==> src/rtl/rxr_pkg.sv <==
package rxr_pkg;
   localparam int LEN_W = 16;
   localparam int PTR_W = 32;

   typedef struct packed {
      logic             empty;
      logic             wrap;
      logic [LEN_W-1:0] len;
      logic [PTR_W-1:0] ptr;
   } rx_desc_t;

   localparam int DESC_W = $bits(rx_desc_t);

   typedef enum logic [1:0] {
      ST_IDLE  = 2'd0,
      ST_FETCH = 2'd1,
      ST_READY = 2'd2,
      ST_BUSY  = 2'd3
   } walk_st_t;
endpackage

==> src/rtl/rxr_doorbell.sv <==
module rxr_doorbell #(
   parameter int REG_W    = 32,
   parameter int FLAG_BIT = 24
) (
   input  logic             clk,
   input  logic             rst_n,
   input  logic             mac_en,
   input  logic             wr_en,
   input  logic [REG_W-1:0] wdata,
   input  logic             hw_clr,
   output logic             active,
   output logic [REG_W-1:0] rdata
);
   if (FLAG_BIT < 0 || FLAG_BIT >= REG_W) begin : g_bad_bit
      $error("rxr_doorbell: FLAG_BIT outside register");
   end

   // enable low dominates, then a write, then the hardware clear
   always_ff @(posedge clk or negedge rst_n) begin
      if (!rst_n)       active <= 1'b0;
      else if (!mac_en) active <= 1'b0;
      else if (wr_en)   active <= 1'b1;
      else if (hw_clr)  active <= 1'b0;
   end

   for (genvar b = 0; b < REG_W; b++) begin : g_rd
      if (b == FLAG_BIT) begin : g_flag
         assign rdata[b] = active;
      end else begin : g_zero
         assign rdata[b] = 1'b0;
      end
   end

   p_wr_sets_r1: assert property (@(posedge clk) disable iff (!rst_n)
      (wr_en && mac_en) |=> active);
   p_wdata_known_r1: assert property (@(posedge clk) disable iff (!rst_n)
      wr_en |-> !$isunknown(wdata));
   p_one_bit_r2: assert property (@(posedge clk) disable iff (!rst_n)
      $countones(rdata) <= 1);
   p_hw_stop_r4: assert property (@(posedge clk) disable iff (!rst_n)
      (hw_clr && !wr_en) |=> !active);
   p_en_clear_r5: assert property (@(posedge clk) disable iff (!rst_n)
      !mac_en |=> !active);
   p_prio_r10: assert property (@(posedge clk) disable iff (!rst_n)
      (hw_clr && wr_en && mac_en) |=> active);
endmodule

==> src/rtl/rxr_desc_mem.sv <==
module rxr_desc_mem
   import rxr_pkg::*;
#(
   parameter int DEPTH = 4,
   localparam int IDX_W = (DEPTH > 1) ? $clog2(DEPTH) : 1
) (
   input  logic             clk,
   input  logic             rst_n,
   input  logic             sw_we,
   input  logic [IDX_W-1:0] sw_idx,
   input  rx_desc_t         sw_data,
   input  logic             hw_we,
   input  logic [IDX_W-1:0] hw_idx,
   input  rx_desc_t         hw_data,
   input  logic [IDX_W-1:0] walk_idx,
   output rx_desc_t         walk_data,
   input  logic [IDX_W-1:0] peek_idx,
   output rx_desc_t         peek_data
);
   if (DEPTH < 2) begin : g_bad_depth
      $error("rxr_desc_mem: DEPTH must be at least 2");
   end

   rx_desc_t slot [DEPTH];

   // hardware write-back wins over a software write to the same slot
   always_ff @(posedge clk or negedge rst_n) begin
      if (!rst_n) begin
         for (int i = 0; i < DEPTH; i++) slot[i] <= '0;
      end else begin
         for (int i = 0; i < DEPTH; i++) begin
            if (hw_we && hw_idx == IDX_W'(i))      slot[i] <= hw_data;
            else if (sw_we && sw_idx == IDX_W'(i)) slot[i] <= sw_data;
         end
      end
   end

   assign walk_data = (int'(walk_idx) < DEPTH) ? slot[walk_idx] : '0;
   assign peek_data = (int'(peek_idx) < DEPTH) ? slot[peek_idx] : '0;

   p_hw_lands_r7: assert property (@(posedge clk) disable iff (!rst_n)
      hw_we |=> (slot[$past(hw_idx)] == $past(hw_data)));
endmodule

==> src/rtl/rxr_ring_walk.sv <==
module rxr_ring_walk
   import rxr_pkg::*;
#(
   parameter int DEPTH  = 4,
   parameter int DROP_W = 16,
   localparam int IDX_W = (DEPTH > 1) ? $clog2(DEPTH) : 1,
   localparam logic [DROP_W-1:0] DROP_MAX = '1
) (
   input  logic              clk,
   input  logic              rst_n,
   input  logic              mac_en,
   input  logic              active,
   input  rx_desc_t          cur,
   input  logic              frm_start,
   input  logic              frm_done,
   input  logic [LEN_W-1:0]  frm_len,
   output logic [IDX_W-1:0]  idx,
   output logic              hw_clr,
   output logic              buf_valid,
   output logic [PTR_W-1:0]  buf_ptr,
   output logic [LEN_W-1:0]  buf_len,
   output logic              wb_we,
   output rx_desc_t          wb_data,
   output logic [DROP_W-1:0] drop_cnt
);
   if (DROP_W < 1) begin : g_bad_drop
      $error("rxr_ring_walk: DROP_W must be positive");
   end

   walk_st_t         st;
   rx_desc_t         held;
   logic [IDX_W-1:0] nxt_idx;
   logic             last_slot;

   assign last_slot = (idx == IDX_W'(DEPTH - 1));

   // a full binary ring rolls over by itself; otherwise compare with the end
   if ((1 << IDX_W) == DEPTH) begin : g_pow2
      assign nxt_idx = held.wrap ? '0 : idx + 1'b1;
   end else begin : g_odd
      assign nxt_idx = (held.wrap || last_slot) ? '0 : idx + 1'b1;
   end

   always_ff @(posedge clk or negedge rst_n) begin
      if (!rst_n) begin
         st   <= ST_IDLE;
         idx  <= '0;
         held <= '0;
      end else if (!mac_en) begin
         st  <= ST_IDLE;
         idx <= '0;
      end else begin
         unique case (st)
            ST_IDLE:  if (active) st <= ST_FETCH;
            ST_FETCH: begin
               held <= cur;
               st   <= cur.empty ? ST_READY : ST_IDLE;
            end
            ST_READY: if (frm_start) st <= ST_BUSY;
            ST_BUSY: if (frm_done) begin
               idx <= nxt_idx;
               st  <= active ? ST_FETCH : ST_IDLE;
            end
            default:  st <= ST_IDLE;
         endcase
      end
   end

   assign hw_clr    = (st == ST_FETCH) && !cur.empty;
   assign buf_valid = (st == ST_READY);
   assign buf_ptr   = held.ptr;
   assign buf_len   = held.len;
   assign wb_we     = mac_en && (st == ST_BUSY) && frm_done;

   always_comb begin
      wb_data       = held;
      wb_data.empty = 1'b0;
      wb_data.len   = frm_len;
   end

   always_ff @(posedge clk or negedge rst_n) begin
      if (!rst_n) drop_cnt <= '0;
      else if (frm_start && !buf_valid && drop_cnt != DROP_MAX)
         drop_cnt <= drop_cnt + 1'b1;
   end

   p_idx_home_r9: assert property (@(posedge clk) disable iff (!rst_n)
      !mac_en |=> (idx == '0 && !buf_valid));
   p_drop_step_r11: assert property (@(posedge clk) disable iff (!rst_n)
      (frm_start && !buf_valid && drop_cnt != DROP_MAX) |=> drop_cnt == $past(drop_cnt) + 1'b1);
   p_drop_sat_r11: assert property (@(posedge clk) disable iff (!rst_n)
      (drop_cnt == DROP_MAX) |=> (drop_cnt == DROP_MAX));
   p_accept_r12: assert property (@(posedge clk) disable iff (!rst_n)
      (buf_valid && frm_start && mac_en) |=> !buf_valid);
   p_wrap_home_r8: assert property (@(posedge clk) disable iff (!rst_n)
      (wb_we && (held.wrap || last_slot)) |=> idx == '0);
   p_idx_range_r8: assert property (@(posedge clk) disable iff (!rst_n)
      int'(idx) < DEPTH);
endmodule

==> src/rtl/rx_ring_poller.sv <==
module rx_ring_poller
   import rxr_pkg::*;
#(
   parameter int DEPTH    = 4,
   parameter int REG_W    = 32,
   parameter int FLAG_BIT = 24,
   parameter int DROP_W   = 16,
   localparam int IDX_W = (DEPTH > 1) ? $clog2(DEPTH) : 1
) (
   input  logic              clk,
   input  logic              rst_n,
   input  logic              mac_en,
   input  logic              reg_wr,
   input  logic [REG_W-1:0]  reg_wdata,
   output logic [REG_W-1:0]  reg_rdata,
   input  logic              dsc_wr,
   input  logic [IDX_W-1:0]  dsc_wr_idx,
   input  logic [DESC_W-1:0] dsc_wr_data,
   input  logic [IDX_W-1:0]  dsc_rd_idx,
   output logic [DESC_W-1:0] dsc_rd_data,
   output logic              buf_valid,
   output logic [PTR_W-1:0]  buf_ptr,
   output logic [LEN_W-1:0]  buf_len,
   output logic [IDX_W-1:0]  buf_idx,
   input  logic              frm_start,
   input  logic              frm_done,
   input  logic [LEN_W-1:0]  frm_len,
   output logic [DROP_W-1:0] drop_cnt
);
   logic             active;
   logic             hw_clr;
   logic             wb_we;
   rx_desc_t         wb_data;
   rx_desc_t         cur;
   rx_desc_t         peek;
   logic [IDX_W-1:0] idx;

   rxr_doorbell #(.REG_W(REG_W), .FLAG_BIT(FLAG_BIT)) u_bell (
      .clk(clk), .rst_n(rst_n), .mac_en(mac_en), .wr_en(reg_wr),
      .wdata(reg_wdata), .hw_clr(hw_clr), .active(active), .rdata(reg_rdata)
   );

   rxr_desc_mem #(.DEPTH(DEPTH)) u_mem (
      .clk(clk), .rst_n(rst_n),
      .sw_we(dsc_wr), .sw_idx(dsc_wr_idx), .sw_data(rx_desc_t'(dsc_wr_data)),
      .hw_we(wb_we), .hw_idx(idx), .hw_data(wb_data),
      .walk_idx(idx), .walk_data(cur),
      .peek_idx(dsc_rd_idx), .peek_data(peek)
   );

   rxr_ring_walk #(.DEPTH(DEPTH), .DROP_W(DROP_W)) u_walk (
      .clk(clk), .rst_n(rst_n), .mac_en(mac_en), .active(active), .cur(cur),
      .frm_start(frm_start), .frm_done(frm_done), .frm_len(frm_len),
      .idx(idx), .hw_clr(hw_clr), .buf_valid(buf_valid), .buf_ptr(buf_ptr),
      .buf_len(buf_len), .wb_we(wb_we), .wb_data(wb_data), .drop_cnt(drop_cnt)
   );

   assign dsc_rd_data = peek;
   assign buf_idx     = idx;

   p_offer_needs_flag_r3: assert property (@(posedge clk) disable iff (!rst_n)
      buf_valid |-> active);
   p_no_offer_off_r3: assert property (@(posedge clk) disable iff (!rst_n)
      (!active && !buf_valid && !reg_wr) |=> !buf_valid);
   p_ptr_stable_r6: assert property (@(posedge clk) disable iff (!rst_n)
      (buf_valid && $past(buf_valid)) |-> $stable(buf_ptr));
endmodule

==> config.mk <==
export PLATFORM = sky130hd
export DESIGN_NAME = rx_ring_poller
export DESIGN_NICKNAME = d
export VERILOG_FILES = /design/src/rtl/rxr_pkg.sv /design/src/rtl/rxr_doorbell.sv /design/src/rtl/rxr_desc_mem.sv /design/src/rtl/rxr_ring_walk.sv /design/src/rtl/rx_ring_poller.sv
export SDC_FILE = /design/constraint.sdc
export NUM_CORES = 1
export LEC_CHECK = 0
export BUFFER_PORTS_ARGS = -buffer_cell sky130_fd_sc_hd__buf_4
export CAP_MARGIN = 40
export CORE_MARGIN = 5
export CORE_UTILIZATION = 45
export CTS_CLUSTER_DIAMETER = 60
export DETAILED_ROUTE_END_ITERATION = 10
export GPL_ROUTABILITY_DRIVEN = 0
export MAX_ROUTING_LAYER = met4
export PLACE_DENSITY = 0.62
export SETUP_SLACK_MARGIN = 0.05
export SLEW_MARGIN = 20
export SYNTH_ARGS = -nofsm -noshare
export SYNTH_HDL_FRONTEND = slang
export SYNTH_SLANG_ARGS = --single-unit
==> constraint.sdc <==
create_clock -name clk -period 3.1 [get_ports clk]
set_input_delay 0.62 -clock clk [delete_from_list [all_inputs] [get_ports clk]]
set_output_delay 0.62 -clock clk [all_outputs]
set_load 0.02 [all_outputs]
==> results.md <==
* Outcome: finished, final reports clean
* Post-synth top cells: 270 x dfrtp_1, 203 x nand2_1, 200 x mux2i_1, 194 x o21ai_0, 100 x mux4_2
* Min Clock Period, post-route at 2.464 ns
* Most frequent cell after synthesis: dfrtp_1
* Post-synth top flop: dfrtp_1
* Synth async-reset ratio at 1.000
* WL per Instance at 21.50 um
* Reg power frac at 0.411
* Met2 GRT Util at 0.3622
* Main area contributors after synthesis: dfrtp_1 45%, mux4_2 15%, mux2i_1 13%, o21ai_0 6.5%, nand2_1 5.1%
* Clk root buf: clkbuf_16
* Worst Setup Start Kind: input pin
* Synth Instances at 1268
* Max Cap Viol at 0
* DRT antenna net count at 0
* Relative slew slack at 0.4282
* Synth warnings at 0
* Syn_area_per_cell at 11.76 um^2
* Setup TNS at 0 ns
* Die Area at 36880 um^2
* Critical path endpoint category: output pin
* Net switching power at 4.144 mW
* Worst-path clk slew at 0.06 ns
* Setup violations, final at 0
* Fmax achieved at 405.8 MHz
* Clock Latency Late Sink at 0.51 ns
* Grt met1 use at 0.3070
* CTS Hold Buffers Added at 0
* Slew Limit Fails at 0
* IO buf count at 194
* Critical-path maximum fanout at 29
* WP data arrival at 1.84 ns
* Detailed-route wire length at 40150 um
* Cell Rows at 66
* Final period utilization at 0.7950
* Number of synthesized register bits at 270
* Combinational cell fraction of total power at 0.267
* VDD IR-drop max at 0.4697 mV
* First-pass GRT wire length at 63600 um
* Via/cell ratio at 5.572
* Net Sw Frac at 0.3201
* Fillers at 2800
* HP Class: in2async
* Total grt overflow at 0
* Nets@finish at 1514
* CTS Sinks at 270
* Overall Power at 12.95 mW
* # IOs at 258
* Num CTS Buffers at 35
* Largest net degree at the start of global routing at 85
* Area leader, netlist: dfrtp_1
* Slew of the pin with the lowest slew margin at 0.8551 ns
* Number of flops mapped to enable cells by yosys at 0
* Share of cells above drive strength 1 at 0.3153
* Crit Path Category: in2out
* H-tree levels at 2
* CTS Buffer Depth at 3
* Core area at 32620 um^2
* Post-Synthesis Cell Area at 14910 um^2
* Synth unique cells at 41
* Post-synth top area share at 0.4531
* TritonCTS clock tree: done
* Via count at 10.40k
* Vias in the first global route at 10.94k
* Chip width at 192.0 um
* Clk pwr share at 0.322
* Die height at 192.0 um
* Gr busiest metal: met2
* Grt met3 use at 0.03508
* DRT iter0 DRCs at 515
* Leak at 8.025 nW
* Final hold vios at 0
* DRC viols at 0
* 1st-pass router iterations at 4
* Max Clock Skew at 0.01439 ns
* Setup repair bufs after CTS at 0
* RSZ-0062 raised after global routing: false
* Area grow syn2layout at 19.47%
* Register area share after synthesis at 0.4531
* Initial Utilization at 0.4572
* Total track usage at 0.2261
* Pwr/cell area at 726.6 nW/um^2
* Dpl hpwl at 25250 um
* Initial antenna violation count at 1
* Pint at 8.802 mW
* Req. time, crit path at 2.48 ns
* # resized after CTS at 0
[sequential cells by signal, indices dropped and copies added (netlist names)]
signal,flops
u_walk.st,2
u_walk.drop_cnt,16
u_bell.active,1
u_walk.buf_len,16
u_walk.wb_data,1
u_mem.slot,200
u_walk.buf_ptr,32
u_walk.idx,2
[placed cells by master, fill, tap and decap left out, types with 3 or more instances in the layout]
cell type  synthesis  final
inv_1              3      3
nand2_1          203    202
and3_4             0      4
xor2_1            12     12
conb_1             1     31
buf_4             81    205
buf_12             0     20
mux2i_1          200    200
clkbuf_1          31      5
nand4_1            4      4
nor4_1             3      3
nand3_1            8      7
mux2_2            51     51
clkbuf_16          0     37
dfrtp_1          270    268
ha_1               5      5
o21ai_0          194    194
clkbuf_8           0     12
nor3_1             9      9
o21ai_1            4      4
nand3b_1           3      3
nor2_1             8      8
mux4_2           100    100
[through the flow]
stage	utilization	cells	hold slack [ns]	setup WS (ns)	cell area, um^2
after floorplan	-	1298	0.3244	0.8241	15030
after global placement	0.5092	1805	0.4903	0.6495	16610
after detailed placement	0.5092	1805	0.4939	0.6399	16610
after CTS	0.5461	1866	0.1522	0.6366	17810
after global routing	0.5462	1867	0.1710	0.5674	17820
final	0.5462	1867	0.1286	0.6355	17820
[layer usage]
layer | part of all wire | wire (um) | vias up
li1 | - | - | 4769
met1 | 0.44 | 17710 | 5313
met2 | 0.48 | 19450 | 262
met3 | 0.054 | 2176 | 59
met4 | 0.020 | 813 | 0
met5 | 0 | 0 | -
[power groups by stage]
stage | Combinational [mW] | Sequential, mW | Clock, mW
6_report | 3.45 | 5.32 | 4.17
3_5_place_dp | 3.51 | 5.36 | 0
4_1_cts | 3.51 | 5.31 | 4.27
5_1_grt | 3.74 | 5.46 | 4.42
3_3_place_gp | 3.44 | 5.33 | 0
2_1_floorplan | 2.30 | 5.25 | 0
[path summary, 6_finish.rpt]
check                                    from                   to  slack [ns]  cells after the start
max                             dsc_rd_idx[0]       dsc_rd_data[0]        0.64                      4
min                                     rst_n      u_mem.slot[193]        0.13                      1
max reg2reg                     u_walk.idx[0]      u_mem.slot[162]        0.74                      5
min reg2reg                u_walk.buf_len[14]   u_walk.buf_len[14]        0.50                      1
max in group asynchronous               rst_n  u_walk.drop_cnt[15]        2.12                      2
min in group clk                   frm_len[5]       u_mem.slot[87]        0.35                      3
[critical path: stages]
cell and delay, ns:
buf_4 0.13, buf_12 0.28, mux4_2 0.60, buf_4 0.18
[cells by family after synthesis]
family | after synthesis | share of synthesized area
flip-flops | 270 | 0.4531
multiplexers | 352 | 0.3248
AO/OA/AOI/OAI | 206 | 0.07014
other | 1 | 0.0002515
buffers and inverters | 164 | 0.06561
AND/OR/NAND/NOR | 258 | 0.07492
XOR/XNOR | 12 | 0.007048
adder cells (fa/ha/maj) | 5 | 0.004195
[area by class of cell]
| type | instances | area [um^2] | area share |
|---|---|---|---|
| Multi-Input combinational cell | 864 | 7331 | 0.4114 |
| Sequential cell | 270 | 6761 | 0.3795 |
| Timing Repair Buffer | 226 | 1954 | 0.1097 |
| Clock buffer | 54 | 1110 | 0.06229 |
| Tap cell | 442 | 553.0 | 0.03104 |
| Clock inverter | 7 | 93.84 | 0.005267 |
| Inverter | 3 | 11.26 | 0.0006320 |
| Antenna cell | 1 | 2.502 | 0.0001404 |
No activity file was read; power rests on OpenSTA's default activity.
